==> src/rtl/bba_pkg.sv <==
package bba_pkg;

    typedef enum logic [1:0] {
        ST_IDLE    = 2'd0,
        ST_OUT     = 2'd1,
        ST_IN_RAM  = 2'd2,
        ST_IN_DENY = 2'd3
    } bba_state_e;

endpackage

==> src/rtl/bba_win_dec.sv <==
module bba_win_dec #(
    parameter int              AW   = 32,
    parameter int              LOG2 = 12,
    parameter logic [AW-1:0]   BASE = 32'h0040_0000,
    localparam int             IW   = LOG2 - 2
) (
    input  logic [AW-1:0] addr,
    output logic          hit,
    output logic [IW-1:0] idx
);
    logic unused_lsb;

    // Window is naturally aligned: compare the bits above the window size.
    assign hit        = (addr[AW-1:LOG2] == BASE[AW-1:LOG2]);
    assign idx        = addr[LOG2-1:2];
    assign unused_lsb = ^addr[1:0];
endmodule

==> src/rtl/bba_ctrl.sv <==
module bba_ctrl
    import bba_pkg::*;
#(
    parameter int PD_W     = 2,
    parameter int MAX_PIPE = 1
) (
    input  logic            clk,
    input  logic            rst_n,
    input  logic            in_go,
    input  logic            in_we,
    input  logic            lock,
    input  logic            out_go,
    input  logic [PD_W-1:0] pipe_depth,
    input  logic            sout_ack,
    output logic            sout_req,
    output logic            cpu_ack,
    output logic            sin_ack,
    output logic            sin_err,
    output logic            ram_en,
    output logic            ram_we
);
    localparam logic [PD_W-1:0] PIPE_LIM = PD_W'(MAX_PIPE);

    bba_state_e state_q, state_d;
    logic       pipe_ok;

    assign pipe_ok = (pipe_depth <= PIPE_LIM);

    always_ff @(posedge clk) begin
        if (!rst_n) state_q <= ST_IDLE;
        else        state_q <= state_d;
    end

    always_comb begin
        state_d = state_q;
        unique case (state_q)
            ST_IDLE: begin
                if (in_go)                state_d = lock ? ST_IN_DENY : ST_IN_RAM;
                else if (out_go && pipe_ok) state_d = ST_OUT;
            end
            ST_OUT:     if (sout_ack) state_d = ST_IDLE;
            ST_IN_RAM:  state_d = ST_IDLE;
            ST_IN_DENY: state_d = ST_IDLE;
            default:    state_d = ST_IDLE;
        endcase
    end

    always_comb begin
        sout_req = 1'b0;
        cpu_ack  = 1'b0;
        sin_ack  = 1'b0;
        sin_err  = 1'b0;
        ram_en   = 1'b0;
        ram_we   = 1'b0;
        unique case (state_q)
            ST_IDLE: ;
            ST_OUT: begin
                sout_req = 1'b1;
                cpu_ack  = sout_ack;
            end
            ST_IN_RAM: begin
                sin_ack = 1'b1;
                ram_en  = 1'b1;
                ram_we  = in_we;
            end
            ST_IN_DENY: begin
                sin_ack = 1'b1;
                sin_err = 1'b1;
            end
            default: ;
        endcase
    end
endmodule

==> src/rtl/bus_bridge_arb.sv <==
module bus_bridge_arb #(
    parameter int            AW       = 32,
    parameter int            DW       = 32,
    parameter int            LOG2     = 12,
    parameter logic [AW-1:0] RAM_BASE = 32'h0040_0000,
    parameter int            PD_W     = 2,
    parameter int            MAX_PIPE = 1,
    localparam int           IW       = LOG2 - 2
) (
    input  logic            clk,
    input  logic            rst_n,
    input  logic            ram_lock,
    input  logic            cpu_req,
    input  logic            cpu_we,
    input  logic [AW-1:0]   cpu_addr,
    input  logic [DW-1:0]   cpu_wdata,
    output logic            cpu_ack,
    output logic [DW-1:0]   cpu_rdata,
    output logic            sout_req,
    output logic            sout_we,
    output logic [AW-1:0]   sout_addr,
    output logic [DW-1:0]   sout_wdata,
    input  logic            sout_ack,
    input  logic [DW-1:0]   sout_rdata,
    input  logic [PD_W-1:0] sys_pipe_depth,
    input  logic            sin_req,
    input  logic            sin_we,
    input  logic [AW-1:0]   sin_addr,
    input  logic [DW-1:0]   sin_wdata,
    output logic            sin_ack,
    output logic            sin_err,
    output logic [DW-1:0]   sin_rdata,
    output logic            ram_en,
    output logic            ram_we,
    output logic [IW-1:0]   ram_addr,
    output logic [DW-1:0]   ram_wdata,
    input  logic [DW-1:0]   ram_rdata
);
    logic          cpu_hit, sin_hit;
    logic [IW-1:0] cpu_unused_idx;
    logic          in_go, out_go;

    bba_win_dec #(.AW(AW), .LOG2(LOG2), .BASE(RAM_BASE)) u_cpu_dec (
        .addr(cpu_addr), .hit(cpu_hit), .idx(cpu_unused_idx)
    );

    bba_win_dec #(.AW(AW), .LOG2(LOG2), .BASE(RAM_BASE)) u_sin_dec (
        .addr(sin_addr), .hit(sin_hit), .idx(ram_addr)
    );

    assign in_go  = sin_req && sin_hit;
    assign out_go = cpu_req && !cpu_hit;

    bba_ctrl #(.PD_W(PD_W), .MAX_PIPE(MAX_PIPE)) u_ctrl (
        .clk        (clk),
        .rst_n      (rst_n),
        .in_go      (in_go),
        .in_we      (sin_we),
        .lock       (ram_lock),
        .out_go     (out_go),
        .pipe_depth (sys_pipe_depth),
        .sout_ack   (sout_ack),
        .sout_req   (sout_req),
        .cpu_ack    (cpu_ack),
        .sin_ack    (sin_ack),
        .sin_err    (sin_err),
        .ram_en     (ram_en),
        .ram_we     (ram_we)
    );

    assign sout_we    = cpu_we;
    assign sout_addr  = cpu_addr;
    assign sout_wdata = cpu_wdata;
    assign cpu_rdata  = sout_rdata;
    assign sin_rdata  = ram_rdata;
    assign ram_wdata  = sin_wdata;
endmodule

==> config.mk <==
export PLATFORM = sky130hd
export DESIGN_NAME = bus_bridge_arb
export DESIGN_NICKNAME = d
export VERILOG_FILES = /design/src/rtl/bba_pkg.sv /design/src/rtl/bba_win_dec.sv /design/src/rtl/bba_ctrl.sv /design/src/rtl/bus_bridge_arb.sv
export SDC_FILE = /design/constraint.sdc
export NUM_CORES = 1
export LEC_CHECK = 0
export BUFFER_PORTS_ARGS = -buffer_cell sky130_fd_sc_hd__buf_2
export CAP_MARGIN = 20
export CORE_AREA = 2 2 149 151
export CTS_CLUSTER_DIAMETER = 200
export CTS_CLUSTER_SIZE = 24
export DETAILED_ROUTE_END_ITERATION = 10
export DIE_AREA = 0 0 151 153
export PLACE_DENSITY = 0.45
export SYNTH_ARGS = -nofsm -noshare
export SYNTH_HDL_FRONTEND = slang
export SYNTH_HIERARCHICAL = 1
export SYNTH_SLANG_ARGS = --single-unit
==> constraint.sdc <==
create_clock -name clk -period 2.95 [get_ports clk]
set_input_delay 0.1475 -clock clk [delete_from_list [all_inputs] [get_ports clk]]
set_output_delay 0.1475 -clock clk [all_outputs]
set_load 0.1 [all_outputs]
## Yosys cells after proc, flatten, opt, wreduce, memory -nomap -nowiden

Cells that the tools add are included.

- Output and inout port bits: 177
- Register bits: 2

- Mux-type cells: 11
- Reduce and logical (&&, ||, !) cells: 7
- Magnitude comparators: 1
- Equality and inequality tests: 7

Operator list:

| operator | count |
|---|---|
| 20-bit by 11-bit == test with 1-bit output (second input constant) | 2 |
| 1-bit 2-to-1 mux | 7 |
| 2-bit 2-to-1 mux | 3 |
| 2-bit one-hot mux with 3 select lines | 1 |
| 2-bit == test (second input constant) | 2 |
| 1-bit logical AND | 3 |
| 3-bit by 2-bit != test with 1-bit output (second input constant) | 1 |
| 2-bit by 1-bit == test with 1-bit output (second input constant) | 1 |
| 2-bit by 1-bit less-or-equal comparator with 1-bit output (second input constant) | 1 |
| 2-bit zero test | 1 |
| 2-bit != test (second input constant) | 1 |
| 2-bit AND reduction | 1 |
| 2-bit OR reduction | 1 |
| 1-bit zero test | 1 |

## Depth between registers and ports, before layout

- Depth after elaboration: 7
- Depth in mapped cells: 6

## Hierarchy

The synthesis kept the hierarchy.

Modules (own cells, without submodules):

| module | sequential area each (um^2) | times used | cells an instance | area each (um^2) |
|---|---|---|---|---|
| bus_bridge_arb | 0.0 | 1 | 163 | 1228.7 |
| bba_win_dec | 0.0 | 2 | 18 | 140.1 |
| bba_ctrl | 40.0 | 1 | 13 | 117.6 |

## Worst setup path before layout

Ideal clock, no wire load.

- Path type: register -> output
- From: register u_ctrl.state_q[0]
- To: output port cpu_ack
- Path slack: 112 ps
- Data arrival time: 2690 ps
- Stages on the path, launching flop included: 3
- Cells stage by stage: dfxtp_1 > nor2b_1 > and2_1

- Longest elaborated chain between the ends: 2

Ends and longest elaborated chain:

| item | RTL line | RTL |
|---|---|---|
| start, declared | bba_ctrl.sv:24 | `bba_state_e state_q, state_d;` |
| start signal, assigned | bba_ctrl.sv:31 | `else state_q <= state_d;` |
| 2-bit by 1-bit == test with 1-bit output | bba_ctrl.sv:55 | `unique case (state_q)` |
| 1-bit 2-to-1 mux | bba_ctrl.sv:55 |  |
| end, declared | bus_bridge_arb.sv:17 | `output logic cpu_ack,` |

No other way between the ends.

## Worst setup path in the final report

Same ends and word-level chain as after synthesis.

==> results by group <==
Critical path
  • Required @ worst endpoint: 2800 ps
  • Crit-path max FO: 6
  • CP Launch Type: register
  • CP endpoint kind: output pin
  • WS Path Type: reg2out
  • Crit path arrival time: 1340 ps

Floorplan
  • Die Width: 151 um
  • Starting Density: 7.22%
  • Area of the die: 23100 um2
  • Die height: 153 um
  • Core area: 21500 um2
  • IO Count: 379
  • Row cnt: 54

Cells and area
  • Synth-to-layout area growth: -32.0%
  • # diodes: 0
  • Layout cells sized above 1: 79.2%
  • Nets: 310
  • Fin cells: 386
  • Fill count: 2574
  • Largest registers: u_ctrl/state_q x2
  • Multi-input combinational cell area: 224 um2
  • Seq. cell area: 40.0 um2
  • Biggest register: u_ctrl/state_q
  • Largest register FFs: 2

Timing
  • Period minus WS final: 1490 ps
  • Slew HR: 66.8%
  • Final-report hold violation count: 0
  • Tcrit/Tclk final: 50.4%
  • Final setup vio count: 0
  • Worst slew pin tran: 502 ps
  • Peak Freq: 0.673 GHz
  • Fin Setup TNS: 0 ps
  • Skew final: 0.253 ps
  • Slew Viols, Final: 0
  • RSZ-0062 raised after global routing: no

Clocking
  • Setup bufs post-CTS: 0
  • CTS H-tree depth: 1
  • Worst-path clk slew: 30 ps
  • Hold-fix buffers, CTS: 0
  • Root Buffer: clkbuf_16
  • Clock sinks: 2
  • Clk Latency, worst-skew pair: 220 ps
  • CTS resizes: 0
  • CTS tree: done
  • CTS max path bufs: 2
  • TritonCTS buffer count: 3

Drt
  • Drt wl/cell: 11.6 um
  • Iteration-0 DRC Markers: 14
  • Via/cell ratio: 1.91
  • Pre-antenna DRT Iters: 2
  • Via count: 736
  • # DRC: 0
  • WL final: 4480 um
  • Post-route ant nets: 0

Pwr
  • Lkg Pwr: 0.000398 uW
  • VDD IR max: 97.5 uV
  • Power Density: 389 nW/um2

Synthesis
  • Syn avg cell area: 7.68 um2
  • Mapped Area: 1550 um2
  • Synth Warn #: 6
  • Synthesized net count: 404
  • Synth Instances: 202

Global routing
  • Largest net degree at the start of global routing: 7
  • Vias in the first global route: 829
  • First-pass GRT wire length: 5430 um
  • Total grt overflow: 0
  • GRT Util Overall: 3.43%
  • Initial antenna violation count: 0

Place
  • I/O Buffers: 73
  • Placed insts: 383
  • Post-DP HPWL: 4010 um
  • GP Congestion: 0.556

Worst hold path
  • Hold Path Class: in2reg

Run status
  • Status: finished clean

Job
  • Max Cap Viol: 0
## stage by stage
stage | setup slack [ps] | power, uW | util [%] | cell area (um2) | hold slack, ps
2_1_floorplan | 112 | 1140 | - | 1550 | 240
3_3_place_gp | 1230 | 211 | 4.56 | 980 | 296
3_5_place_dp | 1230 | 212 | 4.56 | 980 | 296
4_1_cts | 1440 | 416 | 4.91 | 1050 | 143
5_1_grt | 1370 | 424 | 4.91 | 1050 | 156
6_report | 1460 | 410 | 4.91 | 1050 | 140
## report_power, final
group	switching (uW)	total [uW]	internal, uW
logic	142	181	38.6
registers	1.41	29.7	28.3
clock network	27.7	200	172
total	171	410	239
## cells in the final DEF, fill, tap and decap left out, drive strengths merged
cell	n
buf	73
nor4	8
and2	4
clkbuf	3
nor2b	3
nand3	2
nor4b	2
nand2	2
nor2	2
dfxtp	2
or3b	1
a21oi	1
nand2b	1
a221oi	1
nor3b	1
## layer usage
layer / vias to the layer above / share of wire, % / GRT usage, %
met2: 152 / 40 / 4.57
met4: 0 / 11 / 4.41
met1: 255 / 22 / 2.12
met5: - / 0 / 0
met3: 58 / 26 / 3.85
li1: 271 / - / -
## critical path, stage by stage, from the launching register on
cell,delay (ps)
dfxtp_1,400
nor2b_1,170
and2_1,130
buf_2,420
## cell type report
class	count	share of cell area, %
Timing Repair Buffer	73	34.6
Sequential cell	2	3.80
Clock buffer	3	7.12
Tap cell	280	33.2
Multi-Input combinational cell	28	21.2
## final timing paths
path,start,to,slack (ps),cells after the start
hold / removal,sout_ack,u_ctrl/state_q[0]$_SDFFE_PN0P_,140,2
setup reg to reg,u_ctrl/state_q[0]$_SDFFE_PN0P_,u_ctrl/state_q[0]$_SDFFE_PN0P_,2150,2
setup / recovery,u_ctrl/state_q[0]$_SDFFE_PN0P_,cpu_ack,1460,3
hold reg to reg,u_ctrl/state_q[0]$_SDFFE_PN0P_,u_ctrl/state_q[1]$_SDFFE_PN0P_,530,1
No activity file was read; power rests on OpenSTA's default activity.
